File: src/rtl/brsq_pkg.sv
package brsq_pkg;

  // Source chosen for the next fetch address
  typedef enum logic {
    SEL_SEQ = 1'b0,
    SEL_TGT = 1'b1
  } pcsel_e;

endpackage

File: src/rtl/brsq_resolve.sv
// Turns the EX/MEM branch fields into a redirect decision.
module brsq_resolve
  import brsq_pkg::*;
(
  input  logic   rst,
  input  logic   br_vld,
  input  logic   br_eq,
  output logic   redirect,
  output pcsel_e sel
);

  always_comb begin
    redirect = 1'b0;
    sel      = SEL_SEQ;
    if (!rst && br_vld && br_eq) begin
      redirect = 1'b1;
      sel      = SEL_TGT;
    end
  end

endmodule

File: src/rtl/brsq_pc_mux.sv
// Picks the next fetch address from the sequential path or the branch target.
module brsq_pc_mux
  import brsq_pkg::*;
#(
  parameter int ADDR_W = 32
) (
  input  pcsel_e              sel,
  input  logic [ADDR_W-1:0]   seq_addr,
  input  logic [ADDR_W-1:0]   tgt_addr,
  output logic [ADDR_W-1:0]   next_addr
);

  always_comb begin
    unique case (sel)
      SEL_TGT: next_addr = tgt_addr;
      default: next_addr = seq_addr;
    endcase
  end

endmodule

File: src/rtl/brsq_squash_gen.sv
// One noop request per younger pipeline register, all raised by a redirect.
module brsq_squash_gen #(
  parameter int N_YOUNG = 3
) (
  input  logic               redirect,
  output logic [N_YOUNG-1:0] squash
);

  for (genvar s = 0; s < N_YOUNG; s++) begin : g_stage
    assign squash[s] = redirect;
  end

endmodule

File: src/rtl/brsq_ctrl.sv
// Fetch PC register with a not-taken assumption and late taken-branch recovery.
module brsq_ctrl
  import brsq_pkg::*;
#(
  parameter int                ADDR_W   = 32,
  parameter int                N_YOUNG  = 3,
  parameter logic [ADDR_W-1:0] RESET_PC = '0
) (
  input  logic               clk,
  input  logic               rst,
  input  logic               exm_br_vld,
  input  logic               exm_br_eq,
  input  logic [ADDR_W-1:0]  exm_br_tgt,
  input  logic [ADDR_W-1:0]  seq_pc,
  output logic [ADDR_W-1:0]  fetch_pc,
  output logic               pc_sel,
  output logic [N_YOUNG-1:0] squash
);

  logic              redirect;
  pcsel_e            sel;
  logic [ADDR_W-1:0] next_pc;
  logic [ADDR_W-1:0] pc_q;

  brsq_resolve u_resolve (
    .rst      (rst),
    .br_vld   (exm_br_vld),
    .br_eq    (exm_br_eq),
    .redirect (redirect),
    .sel      (sel)
  );

  brsq_pc_mux #(.ADDR_W(ADDR_W)) u_mux (
    .sel       (sel),
    .seq_addr  (seq_pc),
    .tgt_addr  (exm_br_tgt),
    .next_addr (next_pc)
  );

  brsq_squash_gen #(.N_YOUNG(N_YOUNG)) u_squash (
    .redirect (redirect),
    .squash   (squash)
  );

  // The PC and the stage registers all take the redirect on one edge.
  always_ff @(posedge clk) begin
    if (rst) pc_q <= RESET_PC;
    else     pc_q <= next_pc;
  end

  assign fetch_pc = pc_q;
  assign pc_sel   = (sel == SEL_TGT);

endmodule

File: config.mk
export PLATFORM = sky130hd
export DESIGN_NAME = brsq_ctrl
export DESIGN_NICKNAME = d
export VERILOG_FILES = /design/src/rtl/brsq_pkg.sv /design/src/rtl/brsq_resolve.sv /design/src/rtl/brsq_pc_mux.sv /design/src/rtl/brsq_squash_gen.sv /design/src/rtl/brsq_ctrl.sv
export SDC_FILE = /design/constraint.sdc
export NUM_CORES = 1
export LEC_CHECK = 0
export BUFFER_PORTS_ARGS = -buffer_cell sky130_fd_sc_hd__clkbuf_2
export CORE_ASPECT_RATIO = 1.2
export CORE_MARGIN = 10
export CORE_UTILIZATION = 30
export CTS_BUF_LIST = sky130_fd_sc_hd__clkbuf_16
export DETAILED_ROUTE_END_ITERATION = 8
export PLACE_DENSITY = 0.63
export RECOVER_POWER = 50
export SLEW_MARGIN = 40
export SYNTH_ARGS = -nofsm -noshare
export SYNTH_HDL_FRONTEND = slang
export SYNTH_SLANG_ARGS = --single-unit
File: constraint.sdc
create_clock -name clk -period 0.8 [get_ports clk]
set_input_delay 0.04 -clock clk [delete_from_list [all_inputs] [get_ports clk]]
set_output_delay 0.04 -clock clk [all_outputs]
set_load 0.005 [all_outputs]
# Word level (Yosys, flattened, before mapping)
# Cells that the tools add are included.
[totals]
reg_bits = 32
inputBits = 68
[op_classes]
mux = 2
reduce_logical = 3
[ops]
columns = ["cell", "count"]
rows = [
  ["2-to-1 mux 32 bit", 1],
  ["logical AND 1 bit", 2],
  ["logical NOT 1 bit", 1],
  ["2-to-1 mux 1 bit", 1],
]

# Logic depth before layout (Yosys ltp)
[logic_depth]
depth_word = 5
mapped_depth = 5

# By module
# Synthesis repeated with hierarchy kept, for this count alone.
[unflattened]
hier_cells = 108
area_unflattened_um2 = 1446.4
[modules_own_cells]
columns = ["mod", "n_inst", "cells_per_inst", "area_per_inst_um2", "seq_area_each_um2"]
rows = [
  ["brsq_ctrl", 1, 67, 863.3, 640.6],
  ["brsq_pc_mux", 1, 36, 544.3, 0.0],
  ["brsq_squash_gen", 1, 3, 22.5, 0.0],
  ["brsq_resolve", 1, 2, 16.3, 0.0],
]

# Worst setup path after synthesis
# Ideal clock, no wire load.
[synth_path]
path_type = "input-to-output"
from = "input port rst"
to = "output port squash[0]"
arrival_time_ns = 0.742
t_required_ns = 0.760
setup_slack_ns = 0.018
cell_stages = 4
n_path_buf = 3
cell_sequence = "buf_2 buf_2 nor2_1 buf_4"
[synth_via]
elab_chain_len = 4
[synth_rtl]
columns = ["item", "line_no", "rtl"]
rows = [
  ["from (decl)", "brsq_ctrl.sv:10", "input logic rst,"],
  ["logical NOT 1 bit", "brsq_resolve.sv:15", "if (!rst && br_vld && br_eq) begin"],
  ["logical AND 1 bit (2 in a row)", "brsq_resolve.sv:15", ""],
  ["2-to-1 mux 1 bit", "--", ""],
  ["to (decl)", "brsq_ctrl.sv:17", "output logic [N_YOUNG-1:0] squash"],
]
# Every way passes these cells.

# Worst setup path after layout
[layout_path]
from = "register pc_q[26] (netlist: fetch_pc[26])"
to = "output port fetch_pc[26]"
[layout_lines]
columns = ["item", "line_no", "rtl"]
rows = [
  ["from (decl)", "brsq_ctrl.sv:23", "logic [ADDR_W-1:0] pc_q;"],
  ["from (signal assigned)", "brsq_ctrl.sv:48", "else pc_q <= next_pc;"],
  ["to (decl)", "brsq_ctrl.sv:15", "output logic [ADDR_W-1:0] fetch_pc,"],
]
# No word-level cell between the ends.

==> impl_metrics.toml <==
[worst_setup_path]
path_max_fanout = 1
slowest_delay_ns = 0.31
end_kind = "output pin"
cpMaxStageDelayCell = "dfxtp_1"
cp-start-kind = "flop"
arrival_ns = 0.69
worstPathCellList = "clkbuf_2"
critical_path_buf_inv_count = 1
cpLargestDelayFamily = "flip-flops"
required_ns = 0.76
criticalPathCategory = "flop to output pin"

[global_routing]
grt_max_degree = 41
track_usage_pct = 10.37
antenna_found_initial = 0
grt_overflow = 0
grt_pass1_vias = 1432
grt_pass1_wl_um = 7245

[clock_network]
clock-sinks = 32
cts_htree_levels = 2
numCtsBuffers = 5
tritoncts = "yes"
clkTransAtPathRegs_ns = 0.05
cts_buffer_depth = 2
cts-root-buf = "clkbuf_16"
hold_buffers = 0

[detailed_routing]
drt-initial-drc-count = 67
wl_per_cell_um = 14.63
vias = 1420
firstDrtPassIters = 4
ant_nets = 0
route.detailed.drc = 0
routed_wl_um = 4521
via_per_inst = 4.595

[worst_hold_path]
hold_class = "input port to flop"

[placement]
hpwl_um = 3501
io_buffers = 103
place.gp.congestion = 0.7395

[pwr]
power.density_nw_per_um2 = 1917
p_leak_uw = 0.001130
irDropWorstVdd_mv = 0.9018

[sta]
hold_viol = 0
max_freq_mhz = 1365
post-route-period-util_pct = 91.58
rsz0062_at_grt = "false"
min_period_ns = 0.7326
max_slew_margin_pct = 73.42
setup_viol = 0
slew_viol_final = 0
final.setup.tns_ns = 0
tightestPinTransition_ns = 0.3986

[floorplanning]
die_h_um = 97.76
row_count = 28
die_x_um = 84.80
core_area_um2 = 4905
io_pins = 104
start_util_pct = 30.82
die_area_um2 = 8289

[logic_synthesis]
ys_types = 13
syn_avg_cell_area_um2 = 10.01
yosysWarningCount = 0
ys_seq_area_share_pct = 42.38
postSynthCellCount = 151
syn_nets = 219
syn_area_um2 = 1511
synth_seq_cells = 32

[finish]
antenna_cells = 0
largest_reg_flops = 32
post-route-util_pct = 44.26
drive_gt1_share_pct = 55.42
n_fill_cell = 516
area_growth_pct = 43.63
fin_nets = 317

[outcome]
status = "finished, final reports clean"

[run]
drv_cap = 0
## layer usage
layer	wire (µm)	global-route usage [%]	vias to the layer above
li1	-	-	723
met4	78	4.315	0
met1	1734	11.49	636
met3	375	3.990	7
met2	2332	17.28	54
met5	0	0	-
## cells in the final DEF (no fill, tap or decap), drive strengths merged
master	n
nor2	1
inv	1
clkbuf	112
a21bo	32
buf	5
nand3	32
clkinv	1
dfxtp	32
a21oi	32
nand2	1
## cells in the mapped netlist (all sizes together)
cell type | number | area (µm²)
a21bo | 32 | 320.3
a21oi | 32 | 224.0
buf | 19 | 147.6
clkbuf | 2 | 11.26
dfxtp | 32 | 640.6
nand2 | 1 | 3.750
nand3 | 32 | 160.2
nor2 | 1 | 3.750
## stage by stage
step                hold WS, ns  power [µW]  instance area (µm²)  worst slack (ns)  instances
finish                 0.002917        4162                 2171           0.06737        309
global route           0.008921        4395                 2171           0.01425        309
CTS                   0.0004735        4257                 2202           0.01743        308
detailed placement       0.2827        2489                 2066          -0.04153        301
global placement         0.2754        2479                 2066         -0.001048        301
floorplan                0.1862        2160                 1511           0.01792        151
## cell families after synthesis
logic type	count (synthesis)	synth area share, %
AND/OR/NAND/NOR	34	11.09
AO/OA/AOI/OAI	64	36.01
buffers and inverters	21	10.51
flip-flops	32	42.38
## power by group
part	internal (µW)	total, µW	leakage [µW]	switching, µW
Combinational	379	694	0.000793	315
Clock	1120	1740	0.0000709	626
Sequential	1700	1730	0.000266	24.6
## path summary, 6_finish.rpt
kind	start	end	cells past startpoint
setup / recovery	fetch_pc[26]$_SDFF_PP0_	fetch_pc[26]	1
hold / removal	exm_br_tgt[2]	fetch_pc[2]$_SDFF_PP0_	3
## what timing repair did
action | in CTS | in global routing
hold endpoints to repair | 0 | 0
gates cloned | 0 | 1
endpoints found under the setup margin | 4 | 4
buffers inserted | 0 | 0
gates resized for setup | 1 | 3
## area by class of cell
class	instances	area [µm²]	share of cell area [%]
clock buffer	5	125.1	5.764
clock inverter	2	8.758	0.4035
multi-input combinational	98	715.7	32.97
sequential	32	640.6	29.51
tap	60	75.07	3.458
timing repair buffer	112	605.6	27.90
No activity file was read; power rests on OpenSTA's default activity.
